`config.mk`:
```
export PLATFORM = sky130hd
export DESIGN_NAME = rmii_tx_serializer
export DESIGN_NICKNAME = d
export VERILOG_FILES = /design/src/rtl/rmii_tx_pkg.sv /design/src/rtl/rmii_tx_holdbuf.sv /design/src/rtl/rmii_tx_pace.sv /design/src/rtl/rmii_tx_seq.sv /design/src/rtl/rmii_tx_serializer.sv
export SDC_FILE = /design/constraint.sdc
export NUM_CORES = 1
export LEC_CHECK = 0
export BUFFER_PORTS_ARGS = -buffer_cell sky130_fd_sc_hd__buf_4
export CAP_MARGIN = 10
export CORE_UTILIZATION = 61
export CTS_BUF_LIST = sky130_fd_sc_hd__clkbuf_8
export CTS_CLUSTER_SIZE = 14
export DETAILED_ROUTE_END_ITERATION = 16
export PLACE_DENSITY_LB_ADDON = 0.08
export SKIP_LAST_GASP = 1
export SYNTH_ARGS = -nofsm -noshare
export SYNTH_HDL_FRONTEND = slang
export SYNTH_SLANG_ARGS = --single-unit
```
`constraint.sdc`:
```
create_clock -name clk -period 2.45 [get_ports clk]
set_input_delay 0.1225 -clock clk [delete_from_list [all_inputs] [get_ports clk]]
set_output_delay 0.1225 -clock clk [all_outputs]
set_load 0.05 [all_outputs]
```
`src/rtl/rmii_tx_pkg.sv`:
```
package rmii_tx_pkg;
  typedef enum logic [1:0] {
    ST_IDLE = 2'd0,
    ST_PRE  = 2'd1,
    ST_DATA = 2'd2,
    ST_GAP  = 2'd3
  } tx_state_t;

  localparam logic [1:0] SYM_PRE  = 2'b01;
  localparam logic [1:0] SYM_SFD  = 2'b11;
  localparam logic [1:0] SYM_NONE = 2'b00;
endpackage

```
`src/rtl/rmii_tx_holdbuf.sv`:
```
module rmii_tx_holdbuf #(
  parameter int BYTE_W = 8
) (
  input  logic              clk,
  input  logic              rst_n,
  input  logic [BYTE_W-1:0] in_data,
  input  logic              in_valid,
  input  logic              in_last,
  output logic              in_ready,
  input  logic              allow,
  input  logic              take,
  input  logic              frame_end,
  output logic              full,
  output logic [BYTE_W-1:0] held_data,
  output logic              held_last
);
  logic closing;
  logic accept;

  assign in_ready = !full && !closing && allow;
  assign accept   = in_valid && in_ready;

  always_ff @(posedge clk) begin
    if (!rst_n) begin
      full      <= 1'b0;
      closing   <= 1'b0;
      held_data <= '0;
      held_last <= 1'b0;
    end else begin
      if (take) full <= 1'b0;
      if (frame_end) closing <= 1'b0;
      if (accept) begin
        full      <= 1'b1;
        held_data <= in_data;
        held_last <= in_last;
        if (in_last) closing <= 1'b1;
      end
    end
  end
endmodule

```
`src/rtl/rmii_tx_pace.sv`:
```
module rmii_tx_pace #(
  parameter int SLOW_DIV = 10
) (
  input  logic clk,
  input  logic rst_n,
  input  logic run,
  input  logic slow,
  output logic tick
);
  generate
    if (SLOW_DIV > 1) begin : g_div
      localparam int SW = $clog2(SLOW_DIV);
      logic [SW-1:0] sub;
      assign tick = run && (!slow || sub == SW'(SLOW_DIV - 1));
      always_ff @(posedge clk) begin
        if (!rst_n || !run || tick) sub <= '0;
        else                        sub <= sub + 1'b1;
      end
    end else begin : g_nodiv
      assign tick = run;
    end
  endgenerate
endmodule

```
`src/rtl/rmii_tx_seq.sv`:
```
module rmii_tx_seq
  import rmii_tx_pkg::*;
#(
  parameter int BYTE_W     = 8,
  parameter int PRE_DIBITS = 32,
  parameter int IDLE_MIN   = 48
) (
  input  logic              clk,
  input  logic              rst_n,
  input  logic              speed_100,
  input  logic              tick,
  input  logic              buf_full,
  input  logic [BYTE_W-1:0] buf_data,
  input  logic              buf_last,
  output logic              take,
  output logic              frame_end,
  output logic              allow,
  output logic              run,
  output logic              slow,
  output logic              txen,
  output logic [1:0]        txd
);
  localparam int DPB = BYTE_W / 2;
  localparam int PW  = $clog2(PRE_DIBITS);
  localparam int DW  = (DPB > 1) ? $clog2(DPB) : 1;
  localparam int GW  = $clog2(IDLE_MIN + 1);
  localparam logic [PW-1:0] PRE_LAST  = PW'(PRE_DIBITS - 1);
  localparam logic [DW-1:0] DIB_LAST  = DW'(DPB - 1);
  localparam logic [GW-1:0] GAP_LAST  = GW'(IDLE_MIN - 1);

  tx_state_t         st;
  logic [PW-1:0]     pre_cnt;
  logic [DW-1:0]     dcnt;
  logic [BYTE_W-1:0] sh;
  logic              sh_last;
  logic [GW-1:0]     gcnt;
  logic              pre_done;
  logic              byte_done;

  assign pre_done  = (st == ST_PRE)  && tick && (pre_cnt == PRE_LAST);
  assign byte_done = (st == ST_DATA) && tick && (dcnt == DIB_LAST);
  assign take      = pre_done || (byte_done && !sh_last && buf_full);
  assign frame_end = byte_done && (sh_last || !buf_full);
  assign allow     = (st != ST_GAP);
  assign txen      = (st == ST_PRE) || (st == ST_DATA);
  assign run       = txen;

  always_comb begin
    case (st)
      ST_PRE:  txd = (pre_cnt == PRE_LAST) ? SYM_SFD : SYM_PRE;
      ST_DATA: txd = sh[1:0];
      default: txd = SYM_NONE;
    endcase
  end

  always_ff @(posedge clk) begin
    if (!rst_n) begin
      st      <= ST_IDLE;
      pre_cnt <= '0;
      dcnt    <= '0;
      sh      <= '0;
      sh_last <= 1'b0;
      gcnt    <= '0;
      slow    <= 1'b0;
    end else begin
      case (st)
        ST_IDLE: begin
          if (buf_full) begin
            st      <= ST_PRE;
            pre_cnt <= '0;
            slow    <= !speed_100;
          end
        end
        ST_PRE: begin
          if (pre_done) begin
            st      <= ST_DATA;
            sh      <= buf_data;
            sh_last <= buf_last;
            dcnt    <= '0;
          end else if (tick) begin
            pre_cnt <= pre_cnt + 1'b1;
          end
        end
        ST_DATA: begin
          if (byte_done) begin
            if (take) begin
              sh      <= buf_data;
              sh_last <= buf_last;
              dcnt    <= '0;
            end else begin
              st   <= ST_GAP;
              gcnt <= '0;
            end
          end else if (tick) begin
            sh   <= sh >> 2;
            dcnt <= dcnt + 1'b1;
          end
        end
        default: begin
          if (gcnt == GAP_LAST) st <= ST_IDLE;
          else                  gcnt <= gcnt + 1'b1;
        end
      endcase
    end
  end
endmodule

```
`src/rtl/rmii_tx_serializer.sv`:
```
module rmii_tx_serializer #(
  parameter int BYTE_W     = 8,
  parameter int PRE_DIBITS = 32,
  parameter int SLOW_DIV   = 10,
  parameter int IDLE_MIN   = 48
) (
  input  logic              clk,
  input  logic              rst_n,
  input  logic              speed_100,
  input  logic [BYTE_W-1:0] in_data,
  input  logic              in_valid,
  input  logic              in_last,
  output logic              in_ready,
  output logic              txen,
  output logic [1:0]        txd
);
  logic              tick;
  logic              take;
  logic              frame_end;
  logic              allow;
  logic              run;
  logic              slow;
  logic              buf_full;
  logic [BYTE_W-1:0] buf_data;
  logic              buf_last;

  rmii_tx_holdbuf #(.BYTE_W(BYTE_W)) u_buf (
    .clk(clk), .rst_n(rst_n),
    .in_data(in_data), .in_valid(in_valid), .in_last(in_last),
    .in_ready(in_ready), .allow(allow), .take(take),
    .frame_end(frame_end), .full(buf_full),
    .held_data(buf_data), .held_last(buf_last)
  );

  rmii_tx_pace #(.SLOW_DIV(SLOW_DIV)) u_pace (
    .clk(clk), .rst_n(rst_n), .run(run), .slow(slow), .tick(tick)
  );

  rmii_tx_seq #(
    .BYTE_W(BYTE_W), .PRE_DIBITS(PRE_DIBITS), .IDLE_MIN(IDLE_MIN)
  ) u_seq (
    .clk(clk), .rst_n(rst_n), .speed_100(speed_100), .tick(tick),
    .buf_full(buf_full), .buf_data(buf_data), .buf_last(buf_last),
    .take(take), .frame_end(frame_end), .allow(allow), .run(run),
    .slow(slow), .txen(txen), .txd(txd)
  );
endmodule

```
# Word level (Yosys, flattened, before mapping)
# Cells that the tools add are included.
[word_totals]
reg_bits = 40
[classes]
n_addsub = 4
n_eq_ne = 17
n_mux = 35
n_bitwise = 1
n_reduce_logical = 36
[ops]
columns = ["cell", "count"]
rows = [
  ["8-bit two-way mux", 4],
  ["2-bit two-way mux", 10],
  ["6-bit two-way mux", 3],
  ["8-bit one-hot mux with 2 select lines", 1],
  ["4-bit AND reduction", 4],
  ["5-bit two-way mux", 3],
  ["2-bit != test, second input constant", 6],
  ["6-bit one-hot mux with 2 select lines", 1],
  ["1-bit logical AND", 11],
  ["5-bit one-hot mux with 2 select lines", 1],
  ["1-bit two-way mux", 8],
  ["2-bit one-hot mux with 2 select lines", 2],
  ["1-bit logical NOT", 7],
  ["6-bit by 1-bit adder with 6-bit output, second input constant", 1],
  ["6-bit equality test, second input constant", 1],
  ["1-bit logical OR", 6],
  ["2-bit by 1-bit != test with 1-bit output, second input constant", 3],
  ["2-bit one-hot mux with 3 select lines", 1],
  ["2-bit nonzero test", 3],
  ["5-bit by 1-bit adder with 5-bit output, second input constant", 1],
  ["5-bit equality test, second input constant", 1],
  ["5-bit AND reduction", 1],
  ["4-bit by 1-bit adder with 4-bit output, second input constant", 1],
  ["2-bit equality test, second input constant", 2],
  ["other kinds (11)", 11],
]

# Logic depth before layout (Yosys ltp)
# Gate-level depths: netlist of the first run.
[depth]
ltp_word = 11
depth_mapped = 10

# Cells and area by module
# A second synthesis of the first run with hierarchy kept.
[hier_totals]
cells_unflattened = 224
hier_area_um2 = 2006.9
[modules_own_cells]
columns = ["mod", "n_inst", "cells_per_inst", "area_per_inst_um2", "seq_area_each_um2"]
rows = [
  ["rmii_tx_seq", 1, 160, 1385.1, 500.5],
  ["rmii_tx_holdbuf", 1, 47, 447.9, 220.2],
  ["rmii_tx_pace", 1, 17, 173.9, 80.1],
]

# Least setup slack after synthesis of the first run
# Ideal clock, no wire load.
[synth_timing]
kind = "register -> output"
from = "register u_seq.st[0]"
to = "output port txd[1]"
t_arrival_ns = 2.418
t_required_ns = 2.328
setup_slack_ns = -0.091
path_stages_with_launch = 5
n_path_buf = 1
cell_sequence = "dfxtp_1 inv_1 ha_1 buf_2 a21boi_0"
[synth_via]
elab_chain_cells = 2
word_cells_on_any_way = 3
cone_classes = "eq/ne (2); mux (1)"
[synth_rtl]
columns = ["item", "line", "rtl"]
rows = [
  ["start, declared", "rmii_tx_seq.sv:31", "tx_state_t st;"],
  ["start signal, assigned", "rmii_tx_seq.sv:58", "st <= ST_IDLE;"],
  ["start signal, assigned", "rmii_tx_seq.sv:69", "st <= ST_PRE;"],
  ["start signal, assigned", "rmii_tx_seq.sv:76", "st <= ST_DATA;"],
  ["2-bit equality test / 2-bit by 1-bit equality test with 1-bit output (equally long branches)", "rmii_tx_seq.sv:49", "case (st)"],
  ["2-bit one-hot mux with 2 select lines (*)", "rmii_tx_seq.sv:49", ""],
  ["end, declared", "rmii_tx_serializer.sv:15", "output logic [1:0] txd"],
]
# Every way passes the cells marked *; elsewhere a longest branch is shown, timed or not.

# Final worst setup path of the first run
[layout_timing]
from = "register u_seq.st[0]"
to = "register u_seq.sh_last"
[layout_via]
elab_chain_cells = 10
word_cells_on_any_way = 17
cone_classes = "eq/ne (5); mux (1); reduce/logical (11)"
[layout_rtl]
columns = ["item", "line", "rtl"]
rows = [
  ["2-bit by 1-bit equality test with 1-bit output / 2-bit equality test (equally long branches)", "--", ""],
  ["1-bit logical OR", "rmii_tx_seq.sv:45", "assign txen = (st == ST_PRE) || (st == ST_DATA);"],
  ["1-bit logical AND", "rmii_tx_pace.sv:14", "assign tick = run && (!slow || sub == SW'(SLOW_DIV - 1));"],
  ["1-bit logical AND (2 in a row)", "rmii_tx_seq.sv:41", "assign byte_done = (st == ST_DATA) && tick && (dcnt == DIB_LAST);"],
  ["1-bit logical AND (2 in a row)", "rmii_tx_seq.sv:42", "assign take = pre_done || (byte_done && !sh_last && buf_full);"],
  ["1-bit logical OR", "rmii_tx_seq.sv:42", ""],
  ["2-bit != test (no source line)", "--", ""],
  ["4-bit AND reduction (no source line)", "--", ""],
  ["end signal, assigned", "rmii_tx_seq.sv:78", "sh_last <= buf_last;"],
  ["end signal, assigned", "rmii_tx_seq.sv:88", "sh_last <= buf_last;"],
  ["end, declared", "rmii_tx_seq.sv:35", "logic sh_last;"],
]
# Several ways; a longest one is shown, not always the timed one.
# A chain may end at the register's enable or synchronous reset.

==> results of run 1 <==
stage by stage:
stage | instance area (µm²) | hold slack [ns]
final | 2211 | 0.01469
after global routing | 2211 | 0.01300
after CTS | 2211 | 0.01239
after detailed placement | 2100 | 0.3313
after global placement | 2100 | 0.3288
after floorplan | 1994 | 0.2422
critical path, cell delays in order, from the launching register on:
cell and delay, ns:
sky130_fd_sc_hd__dfxtp_1 0.36, sky130_fd_sc_hd__inv_1 0.10, sky130_fd_sc_hd__ha_1 0.38, sky130_fd_sc_hd__inv_1 0.23, sky130_fd_sc_hd__a211oi_1 0.29, sky130_fd_sc_hd__o21a_2 0.35
sky130_fd_sc_hd__nand2b_1 0.16, sky130_fd_sc_hd__mux2i_1 0.14
report_power, final:
| part | switching (mW) | total, mW | internal [mW] | leakage (nW) |
|---|---|---|---|---|
| clock network | 0.246 | 0.547 | 0.301 | 0.0541 |
| registers | 0.0548 | 0.759 | 0.704 | 0.325 |
| logic | 0.392 | 0.629 | 0.237 | 0.477 |
| total | 0.692 | 1.94 | 1.24 | 0.855 |
cell families (layout without fill, tap and decap cells):
logic type                 Yosys count  count (layout)
DFF                                 40              40
AOI/OAI and AO/OA                   59              59
buffers and inverters               22              36
xor gates and xnor gates             3               3
adders and majority gates           11              11
and+or+nand+nor                     82              82
muxes                               13              13
cell usage after synthesis (3+ instances only):
library cell,instances,area share
sky130_fd_sc_hd__dfxtp_1,40,0.40
sky130_fd_sc_hd__nand3_1,4,0.010
sky130_fd_sc_hd__nand3b_1,3,0.011
sky130_fd_sc_hd__clkbuf_1,4,0.0075
sky130_fd_sc_hd__o22ai_1,4,0.013
sky130_fd_sc_hd__nand2b_1,4,0.013
sky130_fd_sc_hd__ha_1,11,0.069
sky130_fd_sc_hd__inv_1,10,0.019
sky130_fd_sc_hd__nand2_1,40,0.075
sky130_fd_sc_hd__a21oi_1,26,0.065
sky130_fd_sc_hd__o21ai_0,10,0.025
sky130_fd_sc_hd__and3_1,3,0.0094
sky130_fd_sc_hd__nor2_1,15,0.028
sky130_fd_sc_hd__nor3_1,3,0.0075
sky130_fd_sc_hd__mux2i_1,12,0.060
metal layers:
layer,part of all wire,vias to the layer above
met1,0.45,767
met5,0,-
met4,0.025,0
met2,0.48,46
met3,0.041,11
li1,-,826
layout make-up:
class	instances	area [µm²]	area share
Clock inverter	3	42.54	0.01924
Tap cell	44	55.05	0.02490
Timing Repair Buffer	16	120.1	0.05433
Multi-Input combinational cell	168	1079	0.4878
Clock buffer	5	68.82	0.03113
Inverter	12	45.04	0.02037
Sequential cell	40	800.8	0.3622
sequential cells by signal, summed over array words and instances (netlist names):
signal	count
u_buf.held_data	8
u_seq.sh	8
u_seq.gcnt	6
u_seq.pre_cnt	5
u_pace.g_div.sub	4
u_seq.dcnt	2
u_seq.st	2
u_buf.closing	1
u_buf.full	1
u_buf.held_last	1
u_seq.sh_last	1
u_seq.slow	1
worst paths after layout:
kind / cells after the start / slack [ns] / start / to
setup / recovery: 7 / 0.34 / u_seq.st[0] / u_seq.sh_last
hold / removal: 2 / 0.01 / speed_100 / u_seq.slow
setup reg to reg: 7 / 0.34 / u_seq.st[0] / u_seq.sh_last
hold reg to reg: 2 / 0.46 / u_buf.held_last / u_seq.sh_last
==> summary by stage, run 1 <==
Clock tree
The number of hold buffers added after CTS was 0. The number of CTS-inserted buffers is 5. The clock drives 40 sinks. Gates resized during post-CTS repair numbered 0. The tree is rooted in a sky130_fd_sc_hd__clkbuf_8. The buffer depth of the longest clock path is 2. The clock slew at the register clock pins of the worst setup and hold paths is 0.08 ns. The insertion delay to the later sink of the worst-skew pair is 0.30 ns.

The post-CTS setup-driven buffer insertion count is 0. TritonCTS built the clock tree. The level count of the clock H-tree is 2.

Place
In this run the tool buffered the top-level ports with 16 buffer cells. The setup slack at placement is 0.3261 ns. The final weighted congestion in routability-driven placement is 0.8608.

The estimated wirelength of the detail-placed design is 2879 µm. The cell count after placement is 280.

Floorplanning
The total number of placement rows is 20. For this configuration, the core starts out at a cell density of 0.6480. The width of the die is 59.18 µm. Pin placement for this block handled 17 I/O pins. The floorplan step set the die height to 59.18 µm. The core area is 3078 µm².

The die covers 3502 µm².

Yosys
Counting flops with a built-in enable in the synthesized netlist gives 0. Of the total synthesized cell area, the portion taken by AND, OR, NAND and NOR gates is 0.1964. The post-synthesis register bit count is 40. The multiplexer share of the synthesized area is 0.06775.

The synthesized-area fraction occupied by adder cells is 0.06901. The post-synth net total is 254. By area, the combinational part of the netlist is dominated by simple AND/OR/NAND/NOR gates. The synthesized netlist occupies a cell area of 1994 µm². The fraction of registers with async set/reset is 0. The portion of the post-synthesis area used by sequential elements is 0.4015. After technology mapping, the gate count stands at 230. The leading register cell type out of synthesis is sky130_fd_sc_hd__dfxtp_1. The complex-gate fraction of the synthesized area is 0.1945. The synthesized-area fraction occupied by xor and xnor cells is 0.01317. The Yosys step of the flow raised 0 warnings. The number of distinct library cells after synthesis is 51. Each instance of the synthesized netlist takes up on average 8.671 µm².

Setup path
The sort of element at the end of the critical path is a register. The worst endpoint required time is 2.64 ns. The type of the worst setup path is register to register.

STA classifies the critical path startpoint as a register. The biggest fanout along the worst timing path is 19. STA puts the critical path data arrival time at 2.30 ns.

Pwr
The largest vdd supply drop is 734.2 µV. Power spread over the standard cell area amounts to 875.2 nW/µm². For this design the static power due to leakage is 0.8554 nW.

The overall power consumption is 1.935 mW.

GRT
The via count of the first global-routing pass is 1597. The met3 layer usage reported by global route is 0.06332. Global routing finished with a remaining overflow of 0.

The first-pass GRT wire length is 6693 µm. For this run, the total global-route usage over all layers was measured as 0.2553. The met1 usage is 0.3091. The layer flagged by global routing as most heavily used is met2. The maximum number of pins on one net before global-route repair is 25. The met2 routing resource usage after global routing is 0.4238. The initial antenna violation count is 0.

Final layout
Once layout is complete, the utilization of the core stands at 0.7183. The share of post-route cells with drive strength above 1 is 0.1393. The filler cell count in the final layout is 252. The repair_antennas step left the layout with diodes totalling 0.

The growth of design area from synthesis to finish is 10.85%. After the flow finishes, the layout carries non-filler instances totaling 288. In the final design database the tool counted 267 nets.

Leaving out fill and tap cells, the most frequent cells in the layout are sky130_fd_sc_hd__nand2_1 (40), sky130_fd_sc_hd__dfxtp_1 (40), sky130_fd_sc_hd__a21oi_1 (26), sky130_fd_sc_hd__buf_4 (16), sky130_fd_sc_hd__nor2_1 (15).

STA
At the pin with the least slew margin, the transition time is 0.5462 ns. For the final database, setup skew stands at 0.004141 ns. The final-report setup violation count is 0. The worst setup slack after layout is 0.3407 ns. The sum of negative setup slack is 0 ns. The maximum clock rate is 474.1 MHz. The clock period could shrink to 2.109 ns. In the finished design, the share of the clock period the worst path needs comes to 0.8609. The final hold violation count is 0. The number of max-slew violations in the final report was 0.

The worst pin sits at a relative slew slack of 0.6337. Setup repair after global routing left no endpoint under its margin.

Job
Across the run, the number of max-cap violations was 0.

Detailed routing
After detailed routing, the number of vias per cell comes to 5.729. After detailed routing, the number of remaining DRC violations is 0. In the final routed layout, each cell accounts on average for 13.65 µm. The number of detailed-route iterations in the first pass is 4.

The total via count after detailed routing is 1650. The first-iteration detailed-routing DRC count is 134. Once detail routing completed, the nets flagged for antenna violations numbered 0. Summed over all layers, the routed wires come to 3931 µm.

Hold path
The tightest min-delay check is of the input pin to register type.

Run status
The flow ran to the end, and the final reports show no timing, DRC or antenna violations.
Note: power is estimated with default switching activity, not from simulation.
==> inputs of run 2 (changes only) <==
ABC_AREA = 1   (was default)
CTS_CLUSTER_DIAMETER = 100   (was default)
==> run 2 against run 1 <==
Against the previous run:
- combinational power rose by 17%
- core utilization rose by 1.5 points
- worst hold slack improved by 0.025 ns
- critical path depth rose by 2
- synthesized area rose by 3.9%
- global-route usage fell by 0.24 points
- first-iteration DRC count fell by 31%
- critical path type unchanged
- highest routed layer unchanged
==> summary by stage, run 2 <==
Run status
The run finished with clean final reports.

Final layout
The combined area of the multi-input logic cells is 1081 µm². The largest registers in the layout are u_buf.held_data x8, u_seq.sh x8, u_seq.gcnt x6. The final net count is 334. The leading cell type in the layout, fill and taps excluded is sky130_fd_sc_hd__nand2_1. The share of post-route cells with drive strength above 1 is 0.1318. 0 antenna diodes ended up in the layout. Leaving out fill and tap cells, the most frequent cells in the layout are sky130_fd_sc_hd__nand2_1 (65), sky130_fd_sc_hd__dfxtp_1 (40), sky130_fd_sc_hd__nor2_1 (39), sky130_fd_sc_hd__inv_1 (38), sky130_fd_sc_hd__a21oi_1 (26). Compared with the post-synthesis result, the final layout area differs by 10.75%. Counting the fill cells in the layout gives 273.

The area of all sequential standard cells is 800.8 µm².

Clock tree
The H-tree was split into 2 levels. Clock-pin slew was measured on the worst setup and hold paths at 0.08 ns. TritonCTS built the clock tree. The tree is rooted in a sky130_fd_sc_hd__clkbuf_8. Buffers added to address setup during post-CTS repair amount to 0. The clock drives 40 sinks. Counting the buffers created by CTS gives 5.

The quantity of hold-fixing buffers added after cts is 0. The buffer depth of the longest clock path is 2. Clock latency on the worst-skew pair, taken at its later pin, is 0.30 ns.

Post-CTS repair changed the size of 0 cells.

GRT
The total congestion overflow after global routing is 0. The global-route usage over all layers is 0.2529. The initial antenna violation count is 0. Entering global routing, the biggest net connects 19 pins. The via count of the first global-routing pass came to 1602. The first-pass GRT wire length is 6734 µm.

Yosys
The number of distinct library cells after synthesis is 29. Of the synthesized area, sequential elements account for 0.3865. The post-synthesis register bit count is 40. The share of synthesized area in the top cell type comes to 0.3865. The most frequent cell after synthesis is sky130_fd_sc_hd__nand2_1. Sorting the synthesized cells by how often they occur yields sky130_fd_sc_hd__nand2_1 (65), sky130_fd_sc_hd__dfxtp_1 (40), sky130_fd_sc_hd__nor2_1 (39). Of all cell types, the one taking the most synthesized area is sky130_fd_sc_hd__dfxtp_1. Ranked by total cell area, the synthesized netlist is headed by sky130_fd_sc_hd__dfxtp_1 (39%), sky130_fd_sc_hd__nand2_1 (12%), sky130_fd_sc_hd__nor2_1 (7.1%), sky130_fd_sc_hd__inv_1 (6.9%), sky130_fd_sc_hd__ha_1 (6.6%). Synthesis produced a netlist with a net count of 317. The most used flip-flop cell after synthesis is sky130_fd_sc_hd__dfxtp_1. Yosys printed 0 warnings. The number of synthesized flops with an enable pin is 0. The fraction of registers with async set/reset is 0. In this run the cell area of the synthesized design comes to 2072 µm². The post-synthesis cell count is 293.

In this run the mean area of a mapped cell was 7.072 µm².

Detailed routing
In the final routed layout, each cell accounts on average for 11.30 µm. The first-iteration detailed-routing DRC count is 92. Summing over every cut layer, the via total after detailed routing is 1817.

The final antenna-violating net count is 0. For this run, design rule violations remaining after detail routing come to 0. In the routed layout, each cell is associated on average with a via count of 5.118. The pre-antenna-repair detailed-routing pass consisted of 4 iterations. Wires add up to 4013 µm.

Floorplanning
The width of the die is 60.28 µm. The total number of placement rows is 20. The effective utilization at floorplan is 0.6624. The die is 60.28 µm tall. For this design the top-level I/O count stands at 17.

The core area is 3128 µm². The die covers 3634 µm².

STA
The clock period minus final worst setup slack is 2.014 ns. For the pin with the worst max-slew slack, the measured transition is 0.4978 ns. The final period utilization is 0.8221. The sum of negative setup slack is 0 ns. The final hold violation count is 0. The clock arrives with 0.01090 ns of skew.

Setup repair after global routing left no endpoint under its margin. For this run, the top clock speed supported by timing is 496.5 MHz. Setup violations remaining at the end of the flow were counted as 0. Headroom to the max-slew limit came out at 0.6653. Hold is met by 0.03945 ns. The number of max-slew violations in the final report was 0.

Place
At the end of routability-driven placement, the weighted congestion stood at 0.8637. The estimated wirelength of the detail-placed design is 2992 µm. In this run the tool buffered the top-level ports with 16 buffer cells.

Pwr
Power spread over the standard cell area amounts to 864.5 nW/µm². The largest vdd supply drop is 477.3 µV. The overall power consumption is 1.984 mW. The reported leakage power is 1.017 nW.

Setup path
The data arrival at the endpoint of the critical path is 2.21 ns. STA classifies the critical path endpoint as a register. The worst endpoint required time is 2.65 ns.

The biggest fanout along the worst timing path is 13. The worst setup path is launched from a register. The critical path in this run is classified as register to register.

Hold path
The kind of path behind the tightest hold check is input pin to register.

Job
The number of max-cap violations is 0.
run 2: changes by cell type after synthesis, sizes merged, moves of 4 or more:
cell,delta
nand2,+32
inv,+27
nor2,+27
nand3,+20
mux2i,-12
o21ai,+5
nand2b,-4
o22ai,-4
run 2: layout make-up:
cell class / count / area share
inverters: 38 / 0.06216
repair buffers: 17 / 0.05562
flip-flops and latches: 40 / 0.3490
well taps: 44 / 0.02399
multi-input cells: 208 / 0.4711
clock buffers: 5 / 0.02999
clock inverters: 3 / 0.008179
run 2: path summary, 6_finish.rpt:
kind                                       start               end  slack [ns]  cells past startpoint
worst max-delay path                 u_seq.st[1]       u_seq.st[0]        0.44                      9
worst max register to register       u_seq.st[1]       u_seq.st[0]        0.44                      9
worst min-delay path                   speed_100        u_seq.slow        0.04                      2
worst min register to register  u_seq.pre_cnt[4]  u_seq.pre_cnt[4]        0.46                      2
run 2: power by group:
part | switching [mW] | internal (mW)
clock | 0.234 | 0.198
combinational | 0.501 | 0.234
sequential | 0.0659 | 0.750
run 2: cells by family after synthesis:
logic type,after synthesis,share of synthesized area
AND/OR/NAND/NOR,143,0.3013
AO/OA/AOI/OAI,50,0.1371
buffers and inverters,45,0.09179
flip-flops,40,0.3865
adder cells (fa/ha/maj),11,0.06642
XOR/XNOR,4,0.01691
run 2: worst max-delay path, cell delays in order, from the launching register on:
cell and delay, ns:
sky130_fd_sc_hd__dfxtp_1 0.42, sky130_fd_sc_hd__inv_1 0.10, sky130_fd_sc_hd__ha_1 0.49, sky130_fd_sc_hd__nand3_2 0.20
sky130_fd_sc_hd__nand2_2 0.23, sky130_fd_sc_hd__nand2_1 0.10, sky130_fd_sc_hd__nor2_2 0.16, sky130_fd_sc_hd__nand3_1 0.09
sky130_fd_sc_hd__nand2_1 0.07, sky130_fd_sc_hd__nor2_1 0.04
run 2: per-stage QoR:
stage,utilization,area [µm²],cells,worst slack (ns)
final,0.7336,2295,355,0.4358
after global routing,0.7336,2295,355,0.3032
after floorplan,-,2072,293,0.05674
after detailed placement,0.7056,2207,347,0.4980
after global placement,0.7056,2207,347,0.5316
after CTS,0.7336,2295,355,0.4745
run 2: per-layer routing:
metal,up-vias,share of wire,routed length [µm],GRT usage
met5,-,0,0,0
met4,0,0.017,67,0.1096
met3,7,0.048,193,0.06494
met2,41,0.43,1727,0.3878
met1,800,0.50,2025,0.3329
li1,969,-,-,-
